==> src/rtl/pfc_pkg.sv <==
package pfc_pkg;
    typedef enum logic [1:0] {
        FC_NONE = 2'd0,
        FC_RX   = 2'd1,
        FC_TX   = 2'd2,
        FC_FULL = 2'd3
    } fc_mode_e;

    localparam logic [2:0] REQ_DEFAULT = 3'd4;

    typedef enum logic [1:0] {
        ST_IDLE,
        ST_APPLIED,
        ST_HELD,
        ST_FAULT
    } rs_state_e;
endpackage

==> src/rtl/pfc_table.sv <==
module pfc_table
    import pfc_pkg::*;
(
    input  logic       loc_pause,
    input  logic       loc_asym,
    input  logic       lp_pause,
    input  logic       lp_asym,
    input  logic [2:0] req_mode,
    input  logic       full_duplex,
    output fc_mode_e   mode,
    output logic       req_bad
);
    fc_mode_e raw_mode;
    logic     want_full;

    assign want_full = (req_mode == 3'(FC_FULL)) || (req_mode == REQ_DEFAULT);
    assign req_bad   = (req_mode > REQ_DEFAULT);

    // Capability table: symmetric first, then the two asymmetric cases.
    always_comb begin
        if (loc_pause && lp_pause)
            raw_mode = want_full ? FC_FULL : FC_RX;
        else if (!loc_pause && loc_asym && lp_pause && lp_asym)
            raw_mode = FC_TX;
        else if (loc_pause && loc_asym && !lp_pause && lp_asym)
            raw_mode = FC_RX;
        else
            raw_mode = FC_NONE;
    end

    // Half duplex overrides the table.
    assign mode = full_duplex ? raw_mode : FC_NONE;
endmodule

==> src/rtl/pfc_thresh.sv <==
module pfc_thresh
    import pfc_pkg::*;
#(
    parameter int WATER_W = 16,
    parameter int TH_W    = 32
) (
    input  fc_mode_e           mode,
    input  logic               xon_cfg,
    input  logic [WATER_W-1:0] low_water,
    input  logic [WATER_W-1:0] high_water,
    output logic [TH_W-1:0]    lo_word,
    output logic [TH_W-1:0]    hi_word
);
    localparam int PAD_W = TH_W - 1 - WATER_W;

    logic tx_on;
    assign tx_on = mode[1];

    generate
        if (PAD_W > 0) begin : g_pad
            assign lo_word = tx_on ? {xon_cfg, {PAD_W{1'b0}}, low_water} : '0;
            assign hi_word = tx_on ? {{(PAD_W+1){1'b0}}, high_water} : '0;
        end else begin : g_nopad
            assign lo_word = tx_on ? {xon_cfg, low_water[TH_W-2:0]} : '0;
            assign hi_word = tx_on ? {1'b0, high_water[TH_W-2:0]} : '0;
        end
    endgenerate
endmodule

==> src/rtl/pause_fc_resolver.sv <==
module pause_fc_resolver
    import pfc_pkg::*;
#(
    parameter int WATER_W = 16,
    parameter int TH_W    = 32
) (
    input  logic               clk,
    input  logic               rst_n,
    input  logic               eval_stb,
    input  logic               an_enable,
    input  logic               loc_pause,
    input  logic               loc_asym,
    input  logic               lp_pause,
    input  logic               lp_asym,
    input  logic [2:0]         req_mode,
    input  logic               full_duplex,
    input  logic               xon_cfg,
    input  logic [WATER_W-1:0] low_water,
    input  logic [WATER_W-1:0] high_water,
    output logic [1:0]         res_mode,
    output logic               tx_fc_en,
    output logic               rx_fc_en,
    output logic [TH_W-1:0]    lo_thresh,
    output logic [TH_W-1:0]    hi_thresh,
    output logic               res_valid,
    output logic               cfg_err
);
    rs_state_e       state, nxt;
    fc_mode_e        tbl_mode;
    logic            tbl_bad;
    logic [TH_W-1:0] lo_next, hi_next;

    pfc_table u_table (
        .loc_pause   (loc_pause),
        .loc_asym    (loc_asym),
        .lp_pause    (lp_pause),
        .lp_asym     (lp_asym),
        .req_mode    (req_mode),
        .full_duplex (full_duplex),
        .mode        (tbl_mode),
        .req_bad     (tbl_bad)
    );

    pfc_thresh #(.WATER_W(WATER_W), .TH_W(TH_W)) u_thresh (
        .mode       (tbl_mode),
        .xon_cfg    (xon_cfg),
        .low_water  (low_water),
        .high_water (high_water),
        .lo_word    (lo_next),
        .hi_word    (hi_next)
    );

    // Next-state logic: every state reacts to the strobe the same way.
    always_comb begin
        nxt = ST_IDLE;
        unique case (state)
            ST_IDLE, ST_APPLIED, ST_HELD, ST_FAULT: begin
                if (eval_stb) begin
                    if (!an_enable)   nxt = ST_HELD;
                    else if (tbl_bad) nxt = ST_FAULT;
                    else              nxt = ST_APPLIED;
                end
            end
        endcase
    end

    // State register.
    always_ff @(posedge clk) begin
        if (!rst_n) state <= ST_IDLE;
        else        state <= nxt;
    end

    // Output registers, loaded only on the path into ST_APPLIED.
    always_ff @(posedge clk) begin
        if (!rst_n) begin
            res_mode  <= FC_NONE;
            tx_fc_en  <= 1'b0;
            rx_fc_en  <= 1'b0;
            lo_thresh <= '0;
            hi_thresh <= '0;
        end else if (nxt == ST_APPLIED) begin
            res_mode  <= tbl_mode;
            tx_fc_en  <= tbl_mode[1];
            rx_fc_en  <= tbl_mode[0];
            lo_thresh <= lo_next;
            hi_thresh <= hi_next;
        end
    end

    assign res_valid = (state != ST_IDLE);
    assign cfg_err   = (state == ST_FAULT);
endmodule

==> config.mk <==
export PLATFORM = sky130hd
export DESIGN_NAME = pause_fc_resolver
export DESIGN_NICKNAME = d
export VERILOG_FILES = /design/src/rtl/pfc_pkg.sv /design/src/rtl/pfc_table.sv /design/src/rtl/pfc_thresh.sv /design/src/rtl/pause_fc_resolver.sv
export SDC_FILE = /design/constraint.sdc
export NUM_CORES = 1
export LEC_CHECK = 0
export BUFFER_PORTS_ARGS = -buffer_cell sky130_fd_sc_hd__buf_2
export CORE_ASPECT_RATIO = 0.9
export CORE_MARGIN = 2
export CORE_UTILIZATION = 30
export DETAILED_ROUTE_END_ITERATION = 10
export GPL_TIMING_DRIVEN = 0
export SLEW_MARGIN = 20
export SYNTH_ARGS = -nofsm -noshare
export SYNTH_HDL_FRONTEND = slang
export SYNTH_SLANG_ARGS = --single-unit
==> constraint.sdc <==
create_clock -name clk -period 1.3 [get_ports clk]
set_input_delay 0.195 -clock clk [delete_from_list [all_inputs] [get_ports clk]]
set_output_delay 0.195 -clock clk [all_outputs]
set_load 0.005 [all_outputs]
After elaboration in Yosys (flattened, before gate mapping)
Index checks and enable logic that the tools add are counted.
- order comparisons: 1
- equal/unequal tests: 6
- mux-type cells: 11
- reductions and logical operators: 13
- operators with widths (cell ; count):
    32-bit 2-to-1 mux ; 1
    16-bit 2-to-1 mux ; 1
    2-bit 2-to-1 mux ; 8
    1-bit logical AND ; 7
    2-bit by 1-bit == test with 1-bit output (second input constant) ; 2
    2-bit == test (second input constant) ; 2
    4-bit OR reduction ; 1
    3-bit by 2-bit == test with 1-bit output (second input constant) ; 1
    3-bit == test (second input constant) ; 1
    3-bit > comparator (second input constant) ; 1
    1-bit zero test ; 2
    2-bit zero test ; 1
    2-bit nonzero test ; 1
    1-bit logical OR ; 1
    1-bit 2-to-1 mux ; 1
- bits in registers: 70
- bits of input ports: 45
- output and inout port bits: 70

Logic depth before layout (Yosys ltp)
- depth in word-level cells: 8
- mapped depth: 5
- gate-level depth less buffers: 3

Hierarchy
A second synthesis with hierarchy kept.
- cell total of the unflattened synthesis: 375
- area total of the unflattened synthesis: 3273.1 sq um
- modules (own cells, without submodules) (module ; instances ; cells an instance ; area each (sq um) ; seq. area each (sq um)):
    pause_fc_resolver ; 1 ; 298 ; 2716.4 ; 1361.3
    pfc_thresh ; 1 ; 68 ; 499.2 ; 0.0
    pfc_table ; 1 ; 9 ; 57.6 ; 0.0

Worst setup path after synthesis
No wires, ideal clock.
- path type: input-to-reg
- start: in req_mode[0]
- end: reg hi_thresh[0]
- setup time: 117 ps
- arrival: 1067 ps
- required time: 1183 ps
- slack: 116 ps
- stages on the path: 5
- path buffers: 2
- cell sequence: o21a_4 -> o21a_1 -> buf_2 -> buf_2 -> a32o_1
- longest elaborated chain between the ends: 6
- elaborated cells between the ends (all ways): 13
- ends and longest elaborated chain (element ; RTL line ; source):
    from (decl) ; pause_fc_resolver.sv:15 ; input logic [2:0] req_mode,
    3-bit > comparator, or another cell as far along ; pfc_table.sv:17 ; assign req_bad = (req_mode > REQ_DEFAULT);
    2-bit 2-to-1 mux or 1-bit logical OR (tied branches) ; pause_fc_resolver.sv:60, pfc_table.sv:16 ;
    2-bit 2-to-1 mux (on tied branches) ; pause_fc_resolver.sv:59, pfc_table.sv:22 ;
    2-bit 2-to-1 mux (on tied branches) ; pause_fc_resolver.sv:58, pfc_table.sv:21 ;
    2-bit 2-to-1 mux (on tied branches) ; pause_fc_resolver.sv:56, pfc_table.sv:32 ;
    2-bit by 1-bit == test with 1-bit output or 16-bit 2-to-1 mux (tied branches) ; pause_fc_resolver.sv:81, pfc_thresh.sv:22 ;
    to (signal assigned) ; pause_fc_resolver.sv:86 ; hi_thresh <= hi_next;
    to (decl) ; pause_fc_resolver.sv:24 ; output logic [TH_W-1:0] hi_thresh,
Parallel ways exist; a longest one is shown, timed or not. The select of a mux whose other input is x is not followed.
A chain may end at the register's enable or synchronous reset.

Worst setup path after layout
- start: reg state[1]
- end: out res_valid
- longest elaborated chain between the ends: 1
- ends and longest elaborated chain (element ; RTL line ; source):
    from (decl) ; pause_fc_resolver.sv:28 ; rs_state_e state, nxt;
    from (signal assigned) ; pause_fc_resolver.sv:70 ; else state <= nxt;
    2-bit nonzero test ; pause_fc_resolver.sv:90 ; assign res_valid = (state != ST_IDLE);
    to (decl) ; pause_fc_resolver.sv:25 ; output logic res_valid,
Every way passes these cells.

==> impl_metrics.py <==
metrics = {
    "power_and_ir_drop": {
        "power_density_mw_per_mm2": 1080,
        "static-leakage-power_nw": 1.21,
        "peakVddDrop_mv": 0.582,
    },
    "cts": {
        "cts_num_sinks": 37,
        "post_cts_resized": 0,
        "clk_latency_ns": 0.28,
        "cts_tree": "built",
        "root_buffer": "clkbuf_8",
        "ctsHoldBuffers": 0,
        "ctsHtreeMaxLevel": 2,
        "postCtsSetupBuffers": 0,
        "clk_pin_slew_ns": 0.07,
        "cts_buffers": 5,
        "clk_path_buf_depth": 2,
    },
    "synthesis": {
        "synth_flop_cell": "dfxtp_1",
        "synth_seq_cells": 37,
        "synth_commonest_cells": "dfxtp_1, a32o_1, buf_4, buf_2",
        "synth_top_area_cell": "dfxtp_1",
        "synth_warnings": 0,
        "synth.most_common_cell": "dfxtp_1",
        "synth-edff-count": 0,
        "synth.avg_cell_area_um2": 11.5,
        "ys_async_sr_fraction": 0,
        "netlist_instances": 135,
        "seq_area_frac_synth": 0.476,
        "synth_area_leaders": "dfxtp_1, a32o_1, buf_4",
        "syn-cell-area_mm2": 0.00156,
        "synth_cell_type_count": 23,
        "synth_top_area_share": 0.476,
    },
    "placed_design": {
        "port_buffers": 83,
        "dpl.cell_count": 313,
        "place_congestion": 0.621,
        "post-place-ws_ns": -0.152,
        "placed_cell_area_mm2": 0.00217,
        "dp.final_hpwl_um": 2710,
    },
    "layout": {
        "drive_gt1_frac": 0.535,
        "final.fill_count": 509,
        "nets": 300,
        "instances_no_fill": 321,
        "seq_area_um2": 741,
        "multi_input_area_um2": 608,
        "antennaDiodeCount": 0,
        "area_delta_synth_final_pct": 46.6,
        "utilization": 0.463,
        "postLayoutCellArea_mm2": 0.00228,
    },
    "timing": {
        "max_freq_ghz": 0.844,
        "report.final.slew_viol_count": 0,
        "final.setup.worst_slack_ns": 0.115,
        "fin_crit_ns": 1.18,
        "rsz0062_at_grt": "false",
        "skew_ns": 0,
        "final-setup-viol-count": 0,
        "fin_hold_ws_ns": 0.145,
        "hold_viol": 0,
        "finalCritPeriodShare": 0.911,
    },
    "min_path": {
        "whs_path_depth": 2,
        "hold_class": "in -> reg",
        "min_from": "low_water[10]",
        "hold_end": "lo_thresh[10]",
    },
    "detailed_routing": {
        "drc_errors": 0,
        "drt_iter0_markers": 58,
        "ant_nets": 0,
        "wl_per_cell_um": 11.0,
        "drt_wl_total_um": 3550,
        "via_count": 1380,
        "drtPass1Iterations": 4,
        "vias_per_cell": 4.30,
    },
    "critical_path": {
        "cp-start-kind": "flop",
        "worstPathArrival_ns": 0.99,
        "crit_path_start": "state[1]",
        "setup.worst_path.end_class": "output port",
        "regToRegEndpoint": "res_mode[1]",
        "rr_worst_depth": 1,
        "path_class": "reg -> out",
        "critPathMaxFanout": 2,
        "reg2reg_slack_ns": 0.66,
        "required_ns": 1.11,
        "rr_startpoint": "res_mode[1]",
    },
    "grt": {
        "overflow": 0,
        "grt_pass1_vias": 1231,
        "grt_first_pass_wirelength_um": 5430,
        "grt_util_all_layers": 0.120,
        "grt_max_degree": 12,
        "antenna_found_initial": 0,
    },
    "floorplan": {
        "die_h_um": 72.3,
        "die_area_mm2": 0.00578,
        "ioPinCount": 115,
        "die_w_um": 79.9,
        "start_util": 0.316,
        "rows": 24,
        "coreArea_mm2": 0.00492,
    },
    "job": {
        "maxCapViolations": 0,
    },
    "status": {
        "outcome": "completed",
    },
}
## power breakdown
group,internal [W],switching (W)
clock network,0.000625,0.000392
registers,0.00114,0.00000485
logic,0.000155,0.000134
## per-stage QoR
stage / TNS (ns) / power (W)
2_1_floorplan: 0 / 0.00135
3_3_place_gp: -4.37 / 0.00146
3_5_place_dp: -4.33 / 0.00146
4_1_cts: 0 / 0.00250
5_1_grt: 0 / 0.00257
6_report: 0 / 0.00246
## worst max-delay path, stage by stage (launching register included)
cell,delay (ns)
dfxtp_1,0.30
or2_2,0.28
buf_2,0.13
## kinds of logic after synthesis
family          after synthesis  synth area share
compound gates               42             0.270
buf+inv                      44             0.206
flops                        37             0.476
other cells                   1           0.00241
simple gates                 11            0.0458
## worst max-delay path by stage
stage                    endpoint  slack (ns)  cells after the start
global placement    lo_thresh[13]       -0.15                      5
floorplan            hi_thresh[0]        0.12                      5
global route         hi_thresh[3]        0.05                      5
detailed placement   lo_thresh[8]       -0.15                      5
finish                  res_valid        0.12                      2
CTS                     res_valid         0.1                      2
## sequential cells by signal, indices dropped and copies added (netlist names)
name and cells:
lo_thresh 17, hi_thresh 16, res_mode 2, state 2
## per-layer routing
layer  track usage  share of wire  wire length (um)
met1         0.137           0.41              1470
met2         0.210           0.47              1660
met4        0.0395          0.011                40
met3        0.0398           0.11               376
met5             0              0                 0
## cell usage in the layout (no fill, tap or decap), types with 2 or more instances in the layout
cell type and n:
a21oi_1 2, a32o_1 33, and3_1 2, buf_2 90
buf_4 33, buf_6 3, clkbuf_8 6, conb_1 31
dfxtp_1 37, nand2_1 3
## final cells by class
cell class / instances / area share
clock inverter: 1 / 0.0132
buffer: 43 / 0.139
timing repair buffer: 83 / 0.182
clock buffer: 7 / 0.0378
multi-input combinational: 84 / 0.266
inverter: 1 / 0.00164
tap: 65 / 0.0356
sequential: 37 / 0.325
No activity file was read; power rests on OpenSTA's default activity.
